**src/rtl/mdtx_pkg.sv**
```systemverilog
package mdtx_pkg;
   typedef enum logic [1:0] {
      SLOT_CALC  = 2'b00,
      SLOT_FIXED = 2'b01,
      SLOT_NONE  = 2'b10,
      SLOT_MDROP = 2'b11
   } slot_mode_e;
endpackage

```
**src/rtl/mdtx_frame_build.sv**
```systemverilog
module mdtx_frame_build #(
   parameter int MIN_BITS = 5,
   parameter int LEN_W    = 2,
   localparam int DATA_W  = MIN_BITS + (1 << LEN_W) - 1,
   localparam int FRAME_W = DATA_W + 3,
   localparam int CNT_W   = $clog2(FRAME_W + 1)
) (
   input  logic [DATA_W-1:0]  data,
   input  logic [LEN_W-1:0]   len_sel,
   input  logic [1:0]         par_mode,
   input  logic               par_type,
   output logic [FRAME_W-1:0] frame,
   output logic [CNT_W-1:0]   nbits
);
   import mdtx_pkg::*;

   logic [CNT_W-1:0]  ndata;
   logic [DATA_W-1:0] mask;
   logic              slot_en;
   logic              slot_val;
   slot_mode_e        mode;

   always_comb begin
      mode  = slot_mode_e'(par_mode);
      ndata = CNT_W'(MIN_BITS) + CNT_W'(len_sel);
      for (int i = 0; i < DATA_W; i++)
         mask[i] = (CNT_W'(i) < ndata);
      slot_en = (mode != SLOT_NONE);
      case (mode)
         SLOT_CALC: slot_val = (^(data & mask)) ^ par_type;
         default:   slot_val = par_type;
      endcase
      frame    = '1;
      frame[0] = 1'b0;
      for (int i = 0; i < DATA_W; i++)
         if (mask[i]) frame[i+1] = data[i];
      for (int i = 1; i < FRAME_W; i++)
         if (slot_en && CNT_W'(i) == ndata + CNT_W'(1)) frame[i] = slot_val;
      nbits = ndata + CNT_W'(2) + CNT_W'(slot_en);
   end
endmodule

```
**src/rtl/mdtx_bit_timer.sv**
```systemverilog
module mdtx_bit_timer #(
   parameter int TICKS   = 16,
   localparam int TCNT_W = $clog2(TICKS)
) (
   input  logic clk,
   input  logic rst_n,
   input  logic run,
   input  logic tick,
   output logic bit_end
);
   logic [TCNT_W-1:0] tcnt_q;
   localparam logic [TCNT_W-1:0] LAST = TCNT_W'(TICKS - 1);

   always_ff @(posedge clk) begin
      if (!rst_n || !run)
         tcnt_q <= '0;
      else if (tick)
         tcnt_q <= (tcnt_q == LAST) ? '0 : tcnt_q + 1'b1;
   end

   assign bit_end = run && tick && (tcnt_q == LAST);
endmodule

```
**src/rtl/mdrop_uart_tx.sv**
```systemverilog
module mdrop_uart_tx #(
   parameter int MIN_BITS = 5,
   parameter int LEN_W    = 2,
   parameter int TICKS    = 16,
   localparam int DATA_W  = MIN_BITS + (1 << LEN_W) - 1,
   localparam int FRAME_W = DATA_W + 3,
   localparam int CNT_W   = $clog2(FRAME_W + 1)
) (
   input  logic              clk,
   input  logic              rst_n,
   input  logic              tick16,
   input  logic [LEN_W-1:0]  len_sel,
   input  logic [1:0]        par_mode,
   input  logic              par_type,
   input  logic              wr_en,
   input  logic [DATA_W-1:0] wr_data,
   output logic              txd,
   output logic              tx_ready
);
   generate
      if (TICKS < 2 || (TICKS & (TICKS - 1)) != 0) begin : g_bad_ticks
         $error("TICKS must be a power of two of at least 2");
      end
      if (MIN_BITS < 1) begin : g_bad_min
         $error("MIN_BITS must be positive");
      end
   endgenerate

   logic [DATA_W-1:0]  hold_q;
   logic               hold_full_q;
   logic [FRAME_W-1:0] shift_q;
   logic [CNT_W-1:0]   left_q;
   logic               busy_q;
   logic [FRAME_W-1:0] frame;
   logic [CNT_W-1:0]   nbits;
   logic               bit_end;
   logic               load;

   mdtx_frame_build #(.MIN_BITS(MIN_BITS), .LEN_W(LEN_W)) u_build (
      .data     (hold_q),
      .len_sel  (len_sel),
      .par_mode (par_mode),
      .par_type (par_type),
      .frame    (frame),
      .nbits    (nbits)
   );

   mdtx_bit_timer #(.TICKS(TICKS)) u_timer (
      .clk     (clk),
      .rst_n   (rst_n),
      .run     (busy_q),
      .tick    (tick16),
      .bit_end (bit_end)
   );

   assign load = hold_full_q && !busy_q;

   always_ff @(posedge clk) begin
      if (!rst_n) begin
         hold_full_q <= 1'b0;
         hold_q      <= '0;
      end else if (wr_en && !hold_full_q) begin
         hold_full_q <= 1'b1;
         hold_q      <= wr_data;
      end else if (load) begin
         hold_full_q <= 1'b0;
      end
   end

   always_ff @(posedge clk) begin
      if (!rst_n) begin
         busy_q  <= 1'b0;
         shift_q <= '1;
         left_q  <= '0;
      end else if (load) begin
         busy_q  <= 1'b1;
         shift_q <= frame;
         left_q  <= nbits - 1'b1;
      end else if (bit_end) begin
         if (left_q == '0) begin
            busy_q <= 1'b0;
         end else begin
            shift_q <= {1'b1, shift_q[FRAME_W-1:1]};
            left_q  <= left_q - 1'b1;
         end
      end
   end

   assign txd      = busy_q ? shift_q[0] : 1'b1;
   assign tx_ready = !hold_full_q;
endmodule

```
**config.mk**
```make
export PLATFORM = sky130hd
export DESIGN_NAME = mdrop_uart_tx
export DESIGN_NICKNAME = d
export VERILOG_FILES = /design/src/rtl/mdtx_pkg.sv /design/src/rtl/mdtx_frame_build.sv /design/src/rtl/mdtx_bit_timer.sv /design/src/rtl/mdrop_uart_tx.sv
export SDC_FILE = /design/constraint.sdc
export NUM_CORES = 1
export LEC_CHECK = 0
export ABC_CLOCK_PERIOD_IN_PS = 5400
export BUFFER_PORTS_ARGS = -buffer_cell sky130_fd_sc_hd__buf_2
export CAP_MARGIN = 20
export CORE_ASPECT_RATIO = 0.9
export CORE_MARGIN = 5
export CORE_UTILIZATION = 62
export CTS_CLUSTER_SIZE = 24
export DETAILED_ROUTE_END_ITERATION = 10
export PLACE_DENSITY = 0.91
export SLEW_MARGIN = 20
export SYNTH_ARGS = -nofsm -noshare
export SYNTH_HDL_FRONTEND = slang
export SYNTH_HIERARCHICAL = 1
export SYNTH_SLANG_ARGS = --single-unit
```
**constraint.sdc**
```tcl
create_clock -name clk -period 5.4 [get_ports clk]
set_clock_uncertainty 0.2 [all_clocks]
set_input_delay 0.54 -clock clk [delete_from_list [all_inputs] [get_ports clk]]
set_output_delay 0.54 -clock clk [all_outputs]
set_load 0.03 [all_outputs]
```
; Word level (Yosys, flattened, before mapping)
; Cells that the tools add are included.
[classes]
n_addsub = 7
magnitude_cmp = 8
n_eq_ne = 13
mux = 32
bitwise_logic = 2
n_reduce_logical = 26
[ops]
columns = cell, count
row1 = $mux W11, 3
row2 = $mux W1, 25
row3 = $eq A3 B4 Y1 const A, 4
row4 = $lt A3 B4 Y1 const A, 4
row5 = $mux W4, 4
row6 = $logic_and A1 B1 Y1, 14
row7 = $eq A4 B4 Y1 const A, 3
row8 = $add A4 B1 Y4 const B, 2
row9 = $and A8 B8 Y8, 1
row10 = $eq A2 B4 Y1 const A, 2
row11 = $lt A1 B4 Y1 const A, 2
row12 = $lt A2 B4 Y1 const A, 2
row13 = $reduce_xor A8 Y1, 1
row14 = $sub A4 B1 Y4 const B, 2
row15 = $reduce_bool A2 Y1, 3
row16 = $add A3 B2 Y4 const A, 1
row17 = $add A4 B1 Y4, 1
row18 = $add A4 B2 Y4 const B, 1
row19 = $eq A1 B4 Y1 const A, 1
row20 = $eq A4 B4 Y1 const B, 1
row21 = $logic_not A4 Y1, 1
row22 = $ne A2 B2 Y1 const B, 2
row23 = $reduce_and A2 Y1, 2
row24 = $logic_not A1 Y1, 3
row25 = other kinds (3), 3
[word_totals]
ff_bits = 29
output_inout_bits = 2
word_cells = 94

; Logic depth before layout (Yosys ltp)
; Gate-level depths: netlist (run 1).
[depth]
depth_word = 8
ltp_mapped = 11
mapped_depth_nobuf = 10

; By module
; Netlist (run 1), hierarchy kept.
[by_module_without_submodules]
columns = mod, instances, cells_each, area_each_um2, seq_area_each_um2
row1 = mdrop_uart_tx, 1, 138, 1137.3, 500.5
row2 = mdtx_frame_build, 1, 54, 407.9, 0.0
row3 = mdtx_bit_timer, 1, 20, 185.2, 80.1

; Worst setup path before layout (run 1)
; No wires, ideal clock.
[synth_path]
path_type = input-to-reg
startpoint = input port par_mode[0]
endpoint = register left_q[2]
setup_ns = 0.070
t_arrival_ns = 2.200
slack_ns = 2.930
cell_stages = 11
cell_sequence = nand2b_1 -> clkbuf_1 -> ha_1 -> inv_1 -> ha_1 -> inv_1 -> mux2i_1 -> ha_1 -> a21oi_1 -> a31o_2 -> a21oi_1
[synth_via]
elab_chain_len = 4
[synth_lines]
columns = element, line
row1 = start: declaration, mdrop_uart_tx.sv:13  ; input logic [1:0] par_mode,
row2 = $ne A2 B2 Y1, mdtx_frame_build.sv:28  ; slot_en = (mode != SLOT_NONE);
row3 = $add A4 B1 Y4, mdtx_frame_build.sv:39  ; nbits = ndata + CNT_W'(2) + CNT_W'(slot_en);
row4 = via nbits[1], mdrop_uart_tx.sv:35  ; logic [CNT_W-1:0] nbits;
row5 = $sub A4 B1 Y4, mdrop_uart_tx.sv:78  ; left_q <= nbits - 1'b1;
row6 = $mux W4, mdrop_uart_tx.sv:75  ; end else if (load) begin
row7 = end signal: assignment, mdrop_uart_tx.sv:78
row8 = end signal: assignment, mdrop_uart_tx.sv:84  ; left_q <= left_q - 1'b1;
row9 = end: declaration, mdrop_uart_tx.sv:32  ; logic [CNT_W-1:0] left_q;
; The timed path passes the listed nets, and every way through them passes these cells.
; A chain may end at the register's enable or synchronous reset.

; Worst setup path after layout (run 1)
[layout_path]
startpoint = input port len_sel[0]
endpoint = register shift_q[10]
[layout_via]
elab_chain_len = 8
[layout_lines]
columns = element, line
row1 = start: declaration, mdrop_uart_tx.sv:12  ; input logic [LEN_W-1:0] len_sel,
row2 = $add A3 B2 Y4 *, mdtx_frame_build.sv:25  ; ndata = CNT_W'(MIN_BITS) + CNT_W'(len_sel);
row3 = $lt A1 B4 Y1 (tied with other cells), mdtx_frame_build.sv:27  ; mask[i] = (CNT_W'(i) < ndata);
row4 = $and A8 B8 Y8, mdtx_frame_build.sv:30  ; SLOT_CALC: slot_val = (^(data & mask)) ^ par_type;
row5 = $reduce_xor A8 Y1, mdtx_frame_build.sv:30
row6 = $xor A1 B1 Y1, mdtx_frame_build.sv:30
row7 = $mux W1, mdtx_frame_build.sv:29  ; case (mode)
row8 = $mux W1 *, mdtx_frame_build.sv:38  ; if (slot_en && CNT_W'(i) == ndata + CNT_W'(1)) frame[i] = slot_val;
row9 = via frame[10], mdrop_uart_tx.sv:34  ; logic [FRAME_W-1:0] frame;
row10 = $mux W11 *, mdrop_uart_tx.sv:75
row11 = end signal: assignment, mdrop_uart_tx.sv:77  ; shift_q <= frame;
row12 = end signal: assignment, mdrop_uart_tx.sv:83  ; shift_q <= {1'b1, shift_q[FRAME_W-1:1]};
row13 = end: declaration, mdrop_uart_tx.sv:31  ; logic [FRAME_W-1:0] shift_q;
; Mark *: on every way through the listed nets, which the timed path passes. The rest lies on a longest branch.

==> flow_summary.yaml, run 1 <==
logic_synthesis:
  postSynth.asyncResetShare: 0
  synth_ff_type: "dfxtp_1"
  yosys-top-cells-count: "nand2_1 (45), dfxtp_1 (29), a21oi_1 (17), ha_1 (12), o2bb2ai_1 (10)"
  synth_most_common_cell: "nand2_1"
  syn-num-nets: 241
  ys_ff_latch: 29
  syn_area_per_cell_um2: 8.16
  synthDistinctLibCells: 37
  seq_area_frac_synth: 0.336
  synth-edff-count: 0
  synthCells: 212
  synth_area_leaders: "dfxtp_1 (34%), nand2_1 (9.8%), ha_1 (8.7%)"
  synth_top_cell_area_share: 0.336
  ys.warnings.count: 6
  syn_area_mm2: 0.00173
  post-synth-top-area-cell: "dfxtp_1"
worst_setup_path:
  crit_path_end_kind: "flop"
  crit_chain: "buf_2 > inv_1 > ha_1 > and2b_4 > xnor2_2 > xnor2_1 > mux2i_1 > xnor2_2 > nand4_1 > nor2_1 > o21ai_0"
  setup.worst_path.class: "in -> reg"
  crit_path_max_incr_delay_ps: 320
  crit_path_start_kind: "input pin"
  cp.arrival_ps: 2520
  cp_slowest_cell: "mux2i_1"
  crit_required_ps: 5390
  cp_top_family: "XOR/XNOR gates"
  path_buf_inv: 2
  crit_top_cell: "xnor2_2"
  cp_max_fo: 7
placement:
  port_buffers: 18
  dp_hpwl_um: 2550
  dp.cells: 247
  place.gp.congestion: 0.846
cells_and_area:
  drive_gt1_frac: 0.151
  multiInputGateArea_mm2: 0.00106
  register_area_um2: 581
  fin_util: 0.693
  area_growth_pct: 8.17
  final_net_count: 253
  fin_cells: 255
  antenna_cells: 0
  nFillCells: 221
floorplan:
  fp.dieW_um: 65.7
  coreArea_mm2: 0.00270
  dieArea_mm2: 0.00395
  fp-row-count: 18
  io_pins: 19
  die_h_um: 60.1
  start_util: 0.640
outcome:
  outcome: "finished clean"
sta:
  max_slew_margin: 0.326
  max_freq_mhz: 395
  hold_viol_final: 0
  finalCritPeriodShare: 0.469
  rsz0062_at_grt: "no"
  whs_ps: 243
  min_period_ps: 2530
  timing.setup.tns_ps: 0
  final-setup-viol-count: 0
  max_slew.worst_pin.slew_ps: 1000
  slew_viol_final: 0
clock_network:
  clock_path_buffers: 2
  cts_resized: 0
  cts-root-buf: "clkbuf_4"
  clkSinkCount: 29
  cts_tree: "yes"
  cts_buffers: 5
  clock_latency_ps: 330
  cts_setup_buffers: 0
  holdBufCountCts: 0
  clk_pin_slew_ps: 90
  htree_levels: 2
route:
  detail_route.wl_per_cell_um: 13.9
  vias: 1475
  antenna_left: 0
  drtPass1Iterations: 4
  wirelength_um: 3550
  via_per_inst: 5.78
  drt_iter0_drc: 95
  drc: 0
global_route:
  antenna_found_initial: 0
  grt_usage: 0.200
  grt_overflow: 0
  grt_pass1_vias: 1375
  grt_max_degree: 28
  grt_pass1_wl_um: 5980
worst_hold_path:
  hold_class: "in -> reg"
power_and_ir_drop:
  power_density_mw_per_mm2: 258
  max-vdd-ir-drop_v: 0.000194
  leakage_nw: 0.811
run:
  cap_violations: 0
path summary, 6_finish.rpt:
path	cells after the start	end	slack (ps)	from
min	3	hold_q[2]	240	wr_data[2]
min reg2reg	2	hold_q[1]	300	hold_q[1]
max	11	shift_q[10]	2870	len_sel[0]
max reg2reg	7	left_q[2]	2900	u_timer/tcnt_q[0]
layout make-up:
cell class / count / share of cell area
clock buffer: 7 / 0.0348
inverter: 8 / 0.0160
multi-input combinational: 161 / 0.564
tap: 30 / 0.0201
sequential: 29 / 0.310
timing repair buffer: 19 / 0.0521
clock inverter: 1 / 0.00267
kinds of logic after synthesis:
| family | Yosys count | share of synthesized area |
|---|---|---|
| multiplexers | 4 | 0.0231 |
| adder cells (fa/ha/maj) | 12 | 0.0868 |
| AO/OA/AOI/OAI | 57 | 0.231 |
| AND/OR/NAND/NOR | 74 | 0.192 |
| flip-flops | 29 | 0.336 |
| buffers and inverters | 22 | 0.0542 |
| XOR/XNOR | 13 | 0.0745 |
| other | 1 | 0.00217 |
routing by layer:
layer | wire length (um) | track usage | part of all wire | vias up
li1 | - | - | - | 761
met1 | 1680 | 0.249 | 0.47 | 677
met2 | 1660 | 0.317 | 0.47 | 29
met3 | 142 | 0.0564 | 0.040 | 8
met4 | 68 | 0.101 | 0.019 | 0
met5 | 0 | 0 | 0 | -
report_power, final:
group / internal [mW] / switching (mW)
Combinational: 0.0406 / 0.0516
Clock: 0.0753 / 0.0767
Sequential: 0.226 / 0.0122
Total: 0.342 / 0.141
cell usage in the layout (no fill, tap or decap), types with 2 or more instances in the layout:
cell / synthesis / routed
nor3_1: 4 / 4
xor2_1: 5 / 5
o311a_1: 2 / 2
o2bb2ai_1: 10 / 10
inv_1: 8 / 8
clkbuf_4: 0 / 5
nand2b_1: 4 / 4
a21oi_1: 17 / 17
nor2_1: 9 / 9
a31oi_1: 6 / 6
ha_1: 12 / 12
buf_2: 6 / 18
nand2_1: 45 / 45
o21ai_0: 5 / 5
xnor2_2: 2 / 2
clkbuf_8: 0 / 2
a21boi_0: 9 / 9
nand3_1: 3 / 3
nor2b_1: 2 / 2
mux2i_1: 4 / 4
dfxtp_1: 29 / 29
nand4_1: 2 / 2
xnor2_1: 6 / 6
state kept, by name (all words and copies together), names as in the netlist:
| signal | cells |
|---|---|
| busy_q | 1 |
| hold_full_q | 1 |
| hold_q | 8 |
| left_q | 4 |
| shift_q | 11 |
| u_timer/tcnt_q | 4 |
stage by stage:
step / area [um2] / worst slack [ps] / power [mW]
2_1_floorplan: 1730 / 2930 / 0.312
3_3_place_gp: 1800 / 2720 / 0.330
3_5_place_dp: 1800 / 2560 / 0.334
4_1_cts: 1870 / 2880 / 0.483
5_1_grt: 1870 / 2670 / 0.509
6_report: 1870 / 2870 / 0.482
worst register-to-register path, stage by stage, from the launching register on:
cell and delay, ps:
dfxtp_1 390, ha_1 190, nand4_1 130, nor2_1 430, o41a_1 600, a21oi_1 150
a31o_2 230, a21oi_1 120
(Power assumes the default switching activity.)
==> run 2, diff against run 1 <==
ABC_CLOCK_PERIOD_IN_PS = 2250   (was 5400)
CORE_UTILIZATION = 52   (was 62)
PLACE_DENSITY = 0.82   (was 0.91)
clock period = 2.25 ns   (was 5.4 ns; I/O delays follow)
==> run 2 against run 1 <==
Compared with the run above:
- cell count rose by 13%
- clock power rose to 3.8 times the previous value
- first-iteration DRC count grew 35%
- sequential share of layout area down 3.8 points
- count of clock-buffer cells in the layout shrank 1
- global-route usage decreased by 1.7 points
- critical endpoint is now shift_q[4]
- largest cell class unchanged
==> flow_summary.yaml, run 2 (synthesis results as in run 1) <==
power_and_ir_drop:
  power_density_mw_per_mm2: 662
  max-vdd-ir-drop_v: 0.000433
  leakage_nw: 0.942
global_route:
  grt_usage: 0.183
  grt_pass1_wl_um: 6750
  grt_max_degree: 28
  grt_pass1_vias: 1510
  grt_overflow: 0
  antenna_found_initial: 0
outcome:
  outcome: "finished clean"
worst_setup_path:
  timing.rr.start: "hold_q[6]"
  cp.arrival_ps: 2140
  crit_required_ps: 2210
  crit_path_start_kind: "flop"
  critPathLaunch: "hold_q[6]"
  crit_path_end_kind: "flop"
  setup.worst_path.class: "reg -> reg"
  worstRegToRegCells: 8
  cp_max_fo: 7
route:
  antenna_left: 0
  drtPass1Iterations: 4
  vias: 1603
  drt_iter0_drc: 128
  detail_route.wl_per_cell_um: 15.0
  via_per_inst: 5.57
  drc: 0
  wirelength_um: 4330
placement:
  placed_area_mm2: 0.00194
  place.gp.congestion: 0.837
  dp_hpwl_um: 2810
  port_buffers: 18
sta:
  finalCritPeriodShare: 0.969
  hold_viol_final: 0
  min_period_ps: 2180
  slew_viol_final: 0
  final-setup-viol-count: 0
  max_freq_mhz: 459
  max_slew_margin: 0.567
  max_slew.worst_pin.slew_ps: 649
clock_network:
  cts_buffers: 5
  cts_setup_buffers: 0
  clk_pin_slew_ps: 70
  clock_latency_ps: 290
  cts_tree: "yes"
  cts-root-buf: "clkbuf_8"
  clock_path_buffers: 2
  htree_levels: 2
  clkSinkCount: 29
floorplan:
  fp-row-count: 19
  fp.dieW_um: 70.8
  start_util: 0.551
  coreArea_mm2: 0.00314
  die_h_um: 64.7
  dieArea_mm2: 0.00458
  io_pins: 19
cells_and_area:
  area_growth_pct: 24.2
  drive_gt1_frac: 0.244
  fin_util: 0.685
  final_net_count: 274
  final_cell_mix: "nand2_1 (45), dfxtp_1 (25), buf_2 (18), a21oi_1 (17), buf_4 (17)"
  top_register: "shift_q"
  mostFrequentLayoutCell: "nand2_1"
  largest_register_ffs: 11
  stdcell_area_mm2: 0.00215
  antenna_cells: 0
  reg_top3: "shift_q (11), hold_q (8)"
worst_hold_path:
  hold_class: "in -> reg"
  hold_start: "wr_data[5]"
  holdPathStages: 3
run:
  cap_violations: 0
==> run 2: cell types whose count changed in the layout (fill, tap and decap cells not counted), sizes merged <==
| cell | before | now |
|---|---|---|
| clkinvlp | 0 | 1 |
| clkbuf | 7 | 6 |
| dlygate4sd3 | 0 | 5 |
| bufinv | 0 | 1 |
| buf | 19 | 35 |
| clkinv | 1 | 0 |
==> run 2: repair_timing <==
| item | CTS | global route |
|---|---|---|
| resized for setup | 0 | 10 |
| setup endpoints to repair | 0 | 6 |
| hold endpoints to repair | 5 | 0 |
| hold buffers | 5 | 0 |
==> run 2: area by class of cell <==
cell class / instances / area [um2]
multi-input combinational: 161 / 1090
fill: 253 / 990
sequential: 29 / 586
timing repair buffer: 40 / 268
clock buffer: 6 / 82.6
tap: 42 / 52.6
clock inverter: 2 / 37.5
inverter: 8 / 30.0
==> run 2: per-layer routing <==
metal	GRT usage	wire, um	part of all wire
met5	0	0	0
met4	0.0845	105	0.024
met3	0.0495	274	0.063
met2	0.303	2170	0.50
met1	0.223	1780	0.41
==> run 2: final timing paths <==
check / to / slack [ps]
max: shift_q[4] / 70
min: hold_q[5] / 9
max reg2reg: shift_q[4] / 70
min reg2reg: hold_q[0] / 290
==> run 2: power breakdown <==
group	switching, mW	leakage (nW)	internal [mW]
registers	0.0318	0.239	0.543
logic	0.145	0.645	0.131
clock network	0.211	0.0574	0.360
==> run 2: worst max-delay path, cell delays in order, from the launching register on <==
cell	delay [ps]
dfxtp_1	400
xor2_1	160
nand2_1	90
a211o_1	320
mux2i_2	230
xnor2_2	220
a31oi_1	190
o2bb2ai_1	180
nand2_1	70
==> run 2: per-stage QoR <==
stage                     power, mW  setup TNS (ps)  std cells  hold slack, ps  setup slack [ps]
after global routing           1.48           -46.2        288            13.5             -44.3
after CTS                      1.40               0        288            3.42              58.0
after floorplan               0.750               0        212             167              94.9
final                          1.42               0        288            8.75              70.6
after detailed placement      0.824            -451        275             284             -76.6
after global placement        0.818           -15.7        275             276             -9.48
